**src/rtl/dsi_pkg.sv**
```systemverilog
package dsi_pkg;
    localparam int FRAME_BITS = 16;
    localparam int CODE_BITS  = 12;
    localparam int SEL_POS    = 15;
    localparam int PDN_POS    = 13;
    localparam int RSV_POS    = 12;
    localparam int NUM_CH     = 2;
    localparam int SYNC_STAGES = 2;

    typedef enum logic [1:0] {
        ST_IDLE  = 2'd0,
        ST_SHIFT = 2'd1,
        ST_HOLD  = 2'd2
    } rx_state_t;

    typedef logic [CODE_BITS-1:0] code_t;

    // signed field -> offset binary: invert the sign bit
    function automatic code_t to_offset(input code_t d);
        return {~d[CODE_BITS-1], d[CODE_BITS-2:0]};
    endfunction
endpackage

```
**src/rtl/dsi_sync.sv**
```systemverilog
module dsi_sync #(
    parameter int WIDTH  = 3,
    parameter int STAGES = dsi_pkg::SYNC_STAGES,
    parameter logic [WIDTH-1:0] RST_VAL = '0
) (
    input  logic             clk,
    input  logic             rst_n,
    input  logic [WIDTH-1:0] async_in,
    output logic [WIDTH-1:0] level,
    output logic [WIDTH-1:0] rise,
    output logic [WIDTH-1:0] fall
);
    for (genvar b = 0; b < WIDTH; b++) begin : g_bit
        logic [STAGES-1:0] chain_q;
        logic              prev_q;

        always_ff @(posedge clk or negedge rst_n) begin
            if (!rst_n) begin
                chain_q <= {STAGES{RST_VAL[b]}};
                prev_q  <= RST_VAL[b];
            end else begin
                chain_q <= {chain_q[STAGES-2:0], async_in[b]};
                prev_q  <= chain_q[STAGES-1];
            end
        end

        assign level[b] = chain_q[STAGES-1];
        assign rise[b]  =  chain_q[STAGES-1] & ~prev_q;
        assign fall[b]  = ~chain_q[STAGES-1] &  prev_q;
    end
endmodule

```
**src/rtl/dsi_frame_rx.sv**
```systemverilog
module dsi_frame_rx
    import dsi_pkg::*;
#(
    parameter int NBITS = FRAME_BITS
) (
    input  logic             clk,
    input  logic             rst_n,
    input  logic             cs_lvl,
    input  logic             cs_fall,
    input  logic             cs_rise,
    input  logic             sclk_rise,
    input  logic             sdi_lvl,
    output logic             frame_vld,
    output logic [NBITS-1:0] frame_word
);
    localparam int CW = $clog2(NBITS);
    localparam logic [CW-1:0] LAST = CW'(NBITS - 1);

    rx_state_t        state_q, state_d;
    logic [CW-1:0]    cnt_q;
    logic [NBITS-1:0] shreg_q;
    logic             take_bit;

    assign take_bit = (state_q == ST_SHIFT) && sclk_rise && !cs_rise;

    // state register
    always_ff @(posedge clk or negedge rst_n) begin
        if (!rst_n) state_q <= ST_IDLE;
        else        state_q <= state_d;
    end

    // transitions
    always_comb begin
        state_d = state_q;
        unique case (state_q)
            ST_IDLE:  if (cs_fall) state_d = ST_SHIFT;                // T_OPEN
            ST_SHIFT: begin
                if (cs_rise)                        state_d = ST_IDLE; // T_ABORT
                else if (take_bit && cnt_q == LAST) state_d = ST_HOLD; // T_COMPLETE
            end
            ST_HOLD:  if (cs_lvl) state_d = ST_IDLE;                  // T_CLOSE
            default:  state_d = ST_IDLE;
        endcase
    end

    // datapath and outputs
    always_ff @(posedge clk or negedge rst_n) begin
        if (!rst_n) begin
            cnt_q      <= '0;
            shreg_q    <= '0;
            frame_vld  <= 1'b0;
            frame_word <= '0;
        end else begin
            frame_vld <= 1'b0;
            if (state_q == ST_IDLE && cs_fall) begin
                cnt_q <= '0;
            end else if (take_bit) begin
                shreg_q <= {shreg_q[NBITS-2:0], sdi_lvl};
                cnt_q   <= cnt_q + 1'b1;
                if (cnt_q == LAST) begin
                    frame_vld  <= 1'b1;
                    frame_word <= {shreg_q[NBITS-2:0], sdi_lvl};
                end
            end
        end
    end

    assert_word_at_hold_R3: assert property (@(posedge clk) disable iff (!rst_n)
        frame_vld |-> state_q == ST_HOLD);
    assert_single_word_R5: assert property (@(posedge clk) disable iff (!rst_n)
        frame_vld |=> !frame_vld);
    assert_hold_silent_R5: assert property (@(posedge clk) disable iff (!rst_n)
        (state_q == ST_HOLD && !cs_lvl) |=> !frame_vld);
    assert_abort_discard_R6: assert property (@(posedge clk) disable iff (!rst_n)
        (state_q == ST_SHIFT && cs_rise) |=> (!frame_vld && state_q == ST_IDLE));
    assert_idle_silent_R2: assert property (@(posedge clk) disable iff (!rst_n)
        (state_q == ST_IDLE) |=> !frame_vld);
endmodule

```
**src/rtl/dsi_chan_bank.sv**
```systemverilog
module dsi_chan_bank
    import dsi_pkg::*;
#(
    parameter int NBITS = FRAME_BITS,
    parameter int CB    = CODE_BITS
) (
    input  logic               clk,
    input  logic               rst_n,
    input  logic               frame_vld,
    input  logic [NBITS-1:0]   frame_word,
    output logic [NUM_CH*CB-1:0] codes,
    output logic [NUM_CH-1:0]  upd,
    output logic               shutdown
);
    localparam code_t MID = code_t'(1) << (CB - 1);

    logic   sel, pdn, rsv, accept, load;
    code_t  data;
    logic   pdn_q, pdn_sel_q;
    logic   unused_dc;

    assign sel    = frame_word[SEL_POS];
    assign pdn    = frame_word[PDN_POS];
    assign rsv    = frame_word[RSV_POS];
    assign data   = frame_word[CB-1:0];
    assign accept = frame_vld && !rsv;
    assign load   = accept && !pdn;
    assign unused_dc = frame_word[SEL_POS-1];

    for (genvar c = 0; c < NUM_CH; c++) begin : g_ch
        localparam logic MY_SEL = (c != 0);
        code_t code_r;
        logic  upd_r;
        logic  hit;

        assign hit = load && (sel == MY_SEL);

        always_ff @(posedge clk or negedge rst_n) begin
            if (!rst_n) begin
                code_r <= MID;
                upd_r  <= 1'b0;
            end else begin
                upd_r <= hit;
                if (hit) code_r <= to_offset(data);
            end
        end

        assign codes[c*CB +: CB] = code_r;
        assign upd[c]            = upd_r;
    end

    always_ff @(posedge clk or negedge rst_n) begin
        if (!rst_n) begin
            pdn_q     <= 1'b0;
            pdn_sel_q <= 1'b0;
        end else if (accept) begin
            if (pdn) begin
                pdn_q     <= 1'b1;
                pdn_sel_q <= sel;
            end else if (pdn_q && sel == pdn_sel_q) begin
                pdn_q <= 1'b0;
            end
        end
    end

    assign shutdown = pdn_q;

    assert_reject_rsv_R7: assert property (@(posedge clk) disable iff (!rst_n)
        (frame_vld && rsv) |=> ($stable(codes) && $stable(shutdown) && upd == '0));
    assert_pdn_no_load_R8: assert property (@(posedge clk) disable iff (!rst_n)
        (frame_vld && pdn) |=> (upd == '0 && $stable(codes)));
    assert_pdn_sets_R8: assert property (@(posedge clk) disable iff (!rst_n)
        (frame_vld && pdn && !rsv) |=> shutdown);
    assert_wrong_sel_keeps_R9: assert property (@(posedge clk) disable iff (!rst_n)
        (shutdown && frame_vld && sel != pdn_sel_q) |=> shutdown);
    assert_strobe_onehot_R11: assert property (@(posedge clk) disable iff (!rst_n)
        $onehot0(upd));
    assert_strobe_needs_word_R11: assert property (@(posedge clk) disable iff (!rst_n)
        (upd != '0) |-> $past(frame_vld));
endmodule

```
**src/rtl/dual_dac_serial_if.sv**
```systemverilog
module dual_dac_serial_if
    import dsi_pkg::*;
(
    input  logic                 clk,
    input  logic                 rst_n,
    input  logic                 cs_n,
    input  logic                 sclk,
    input  logic                 sdi,
    output logic [CODE_BITS-1:0] code_a,
    output logic [CODE_BITS-1:0] code_b,
    output logic                 shutdown,
    output logic                 upd_a,
    output logic                 upd_b
);
    // bit order in the synchroniser: [2]=cs_n, [1]=sclk, [0]=sdi
    logic [2:0] s_lvl, s_rise, s_fall;
    logic       unused_edges;
    logic                    frame_vld;
    logic [FRAME_BITS-1:0]   frame_word;
    logic [NUM_CH*CODE_BITS-1:0] codes;
    logic [NUM_CH-1:0]       upd;

    dsi_sync #(.WIDTH(3), .STAGES(SYNC_STAGES), .RST_VAL(3'b100)) u_sync (
        .clk      (clk),
        .rst_n    (rst_n),
        .async_in ({cs_n, sclk, sdi}),
        .level    (s_lvl),
        .rise     (s_rise),
        .fall     (s_fall)
    );

    assign unused_edges = ^{s_rise[0], s_fall[0], s_fall[1]};

    dsi_frame_rx #(.NBITS(FRAME_BITS)) u_rx (
        .clk        (clk),
        .rst_n      (rst_n),
        .cs_lvl     (s_lvl[2]),
        .cs_fall    (s_fall[2]),
        .cs_rise    (s_rise[2]),
        .sclk_rise  (s_rise[1]),
        .sdi_lvl    (s_lvl[0]),
        .frame_vld  (frame_vld),
        .frame_word (frame_word)
    );

    dsi_chan_bank #(.NBITS(FRAME_BITS), .CB(CODE_BITS)) u_bank (
        .clk        (clk),
        .rst_n      (rst_n),
        .frame_vld  (frame_vld),
        .frame_word (frame_word),
        .codes      (codes),
        .upd        (upd),
        .shutdown   (shutdown)
    );

    assign code_a = codes[0 +: CODE_BITS];
    assign code_b = codes[CODE_BITS +: CODE_BITS];
    assign upd_a  = upd[0];
    assign upd_b  = upd[1];

    assert_a_moves_on_strobe_R3: assert property (@(posedge clk) disable iff (!rst_n)
        !upd_a |-> $stable(code_a));
    assert_b_moves_on_strobe_R3: assert property (@(posedge clk) disable iff (!rst_n)
        !upd_b |-> $stable(code_b));
endmodule

```
**config.mk**
```make
export PLATFORM = sky130hd
export DESIGN_NAME = dual_dac_serial_if
export DESIGN_NICKNAME = d
export VERILOG_FILES = /design/src/rtl/dsi_pkg.sv /design/src/rtl/dsi_sync.sv /design/src/rtl/dsi_frame_rx.sv /design/src/rtl/dsi_chan_bank.sv /design/src/rtl/dual_dac_serial_if.sv
export SDC_FILE = /design/constraint.sdc
export NUM_CORES = 1
export LEC_CHECK = 0
export ABC_AREA = 0
export CELL_PAD_IN_SITES_DETAIL_PLACEMENT = 0
export CELL_PAD_IN_SITES_GLOBAL_PLACEMENT = 1
export CORE_AREA = 2 2 81 83
export DETAILED_ROUTE_END_ITERATION = 10
export DIE_AREA = 0 0 83 85
export GPL_TIMING_DRIVEN = 0
export HOLD_SLACK_MARGIN = 0.12
export PLACE_DENSITY = 0.85
export RECOVER_POWER = 50
export SYNTH_ARGS = -nofsm -noshare
export SYNTH_HDL_FRONTEND = slang
export SYNTH_HIERARCHICAL = 1
export SYNTH_SLANG_ARGS = --single-unit
```
**constraint.sdc**
```tcl
create_clock -name clk -period 3.2 [get_ports clk]
set_clock_uncertainty 0.15 [all_clocks]
set_input_delay 0.8 -clock clk [delete_from_list [all_inputs] [get_ports clk]]
set_output_delay 0.8 -clock clk [all_outputs]
set_load 0.03 [all_outputs]
```
==> flow_metrics.env <==
export IMPL_status="complete, but fails checks"
export IMPL_violations="capacitance limit, slew limit"
export IMPL_max_freq_ghz=0.402
export IMPL_slowest_delay_ns=0.66
export IMPL_grt_usage_pct=14.2
export IMPL_grt_pass1_vias=1559
export IMPL_cts_root_buffer="clkbuf_8"
export IMPL_syn_avg_cell_area_um2=16.5
export IMPL_wl_per_cell_um=14.8
export IMPL_min_path_type="register to register"
export IMPL_post_cts_buffers=0
export IMPL_wl_met1_um=2130
export IMPL_htreeDepth=3
export IMPL_cp_cell_sequence="clkdlybuf4s50_1"
export IMPL_num_antenna_cells=0
export IMPL_postRouteAntennaNets=0
export IMPL_crit_family="buffers and inverters"
export IMPL_wl_met2_um=2040
export IMPL_hold_viol=0
export IMPL_final_max_slew_violation_count=74
export IMPL_wirelength_um=4440
export IMPL_synth_nets=181
export IMPL_required_ns=2.25
export IMPL_layout_common_cells="dfrtp_1, mux2_2, clkdlybuf4s50_1, mux2_4, clkbuf_8"
export IMPL_die_area_mm2=0.00706
export IMPL_die_h_um=85
export IMPL_clock_sinks=73
export IMPL_area_growth_pct=19.8
export IMPL_worst_slack_ns=0.714
export IMPL_tightest_slew_ns=1.76
export IMPL_tns_ns=0
export IMPL_place_hpwl_um=2880
export IMPL_core_mm2=0.00620
export IMPL_p_total_mw=1.82
export IMPL_p_int_mw=1.41
export IMPL_firstDrtPassIters=4
export IMPL_drv_cap=1
export IMPL_final_cells=299
export IMPL_drt_iter0_drc=71
export IMPL_path_buf_inv=1
export IMPL_cts_clk_slew_worst_paths_ns=0.07
export IMPL_slew_limit_headroom_pct=-17.5
export IMPL_switching_share_pct=22.6
export IMPL_setup_worst_path_end_class="primary output"
export IMPL_grt_first_pass_wirelength_um=7610
export IMPL_yosysWarnings=6
export IMPL_synthCells=175
export IMPL_cts_buffers=9
export IMPL_arrival_ns=1.54
export IMPL_critical_path_max_fanout=2
export IMPL_powerDensity_mw_per_mm2=525
export IMPL_combinationalPowerShare_pct=5.3
export IMPL_die_w_um=83
export IMPL_final_common_cell="dfrtp_1"
export IMPL_grt_ovfl_total=0
export IMPL_cts_resized=0
export IMPL_start_util_pct=46.5
export IMPL_power_leakage_nw=1.66
export IMPL_netSwitchingPower_mw=0.410
export IMPL_wl_met3_um=120
export IMPL_cts_path_max_buffers=2
export IMPL_rsz0062_at_grt="no"
export IMPL_grt_max_degree=74
export IMPL_vdd_drop_max_mv=0.325
export IMPL_whs_ns=0.201
export IMPL_place_ws_ns=1.08
export IMPL_ctsHoldBuffers=0
export IMPL_post_route_min_period_ns=2.49
export IMPL_fin_nets=223
export IMPL_grt_antenna_before_repair=0
export IMPL_drive_gt1_share_pct=38.7
export IMPL_gp_congestion=0.708
export IMPL_clk_latency_ns=0.35
export IMPL_hold_depth=0
export IMPL_rows=29
export IMPL_critical_path_class="register to primary output"
export IMPL_fin_util_pct=55.8
export IMPL_pwr_share_clk_pct=38.8
export IMPL_port_buffers=31
export IMPL_cts_tree="yes"
export IMPL_critical_path_slowest_cell="clkdlybuf4s50_1"
export IMPL_setup_viol=0
export IMPL_min_period_over_period_pct=77.7
export IMPL_placed_cells=283
export IMPL_pwr_share_seq_pct=55.9
export IMPL_top_layer="met4"
export IMPL_cp_start_kind="register"
export IMPL_syn_area_mm2=0.00289
export IMPL_final_area_mm2=0.00346
export IMPL_placedInstanceArea_mm2=0.00329
export IMPL_r2r_cells=4
export IMPL_viasPerCell=4.95
export IMPL_drc=0
export IMPL_cp_depth=1
export IMPL_ios=32
export IMPL_num_vias=1479
==> layer usage <==
metal  GRT usage [%]  vias up
met5               0        -
met2            21.0       29
met3            3.21       12
met4            10.3        0
met1            18.4      746
li1                -      692
==> final timing paths <==
check | slack [ns] | startpoint | endpoint
setup / recovery | 0.71 | u_bank/g_ch[1].code_r[11]$_DFFE_PN1P_ | code_b[11]
hold / removal | 0.20 | u_sync/g_bit[1].chain_q[0]$_DFF_PN0_ | u_sync/g_bit[1].chain_q[1]$_DFF_PN0_
hold reg to reg | 0.20 | u_sync/g_bit[1].chain_q[0]$_DFF_PN0_ | u_sync/g_bit[1].chain_q[1]$_DFF_PN0_
setup reg to reg | 0.79 | u_rx/frame_word[12]$_DFFE_PN0P_ | u_bank/g_ch[0].code_r[10]$_DFFE_PN0P_
min in group asynchronous | 0.77 | rst_n | u_sync/g_bit[1].chain_q[0]$_DFF_PN0_
max in group asynchronous | 1.07 | rst_n | u_rx/state_q[1]$_DFFE_PN0P_
==> registers in the layout (all words and copies together), names as in the netlist <==
name,flops
u_bank/g_ch.code_r,24
u_sync/g_bit.chain_q,6
u_rx/frame_word,15
u_rx/state_q,2
u_bank/shutdown,1
u_rx/frame_vld,1
u_sync/g_bit.prev_q,2
u_bank/pdn_sel_q,1
u_rx/shreg_q,15
u_rx/cnt_q,4
u_bank/g_ch.upd_r,2
==> power by group through the flow <==
stage               clock network (mW)  registers [mW]  logic (mW)
floorplan                            0            1.02      0.0675
global placement                     0            1.03      0.0961
detailed placement                   0            1.03       0.102
CTS                              0.735            1.01       0.101
global route                     0.784            1.02       0.110
finish                           0.706            1.02      0.0970
==> layout make-up <==
class	instances	area (um2)
Fill cell	492	2740
Sequential cell	73	1830
Multi-Input combinational cell	88	912
Timing Repair Buffer	31	305
Clock buffer	11	141
Buffer	10	101
Tap cell	77	96.3
Clock inverter	5	56.3
Inverter	4	15.0
No activity file was read; power rests on OpenSTA's default activity.
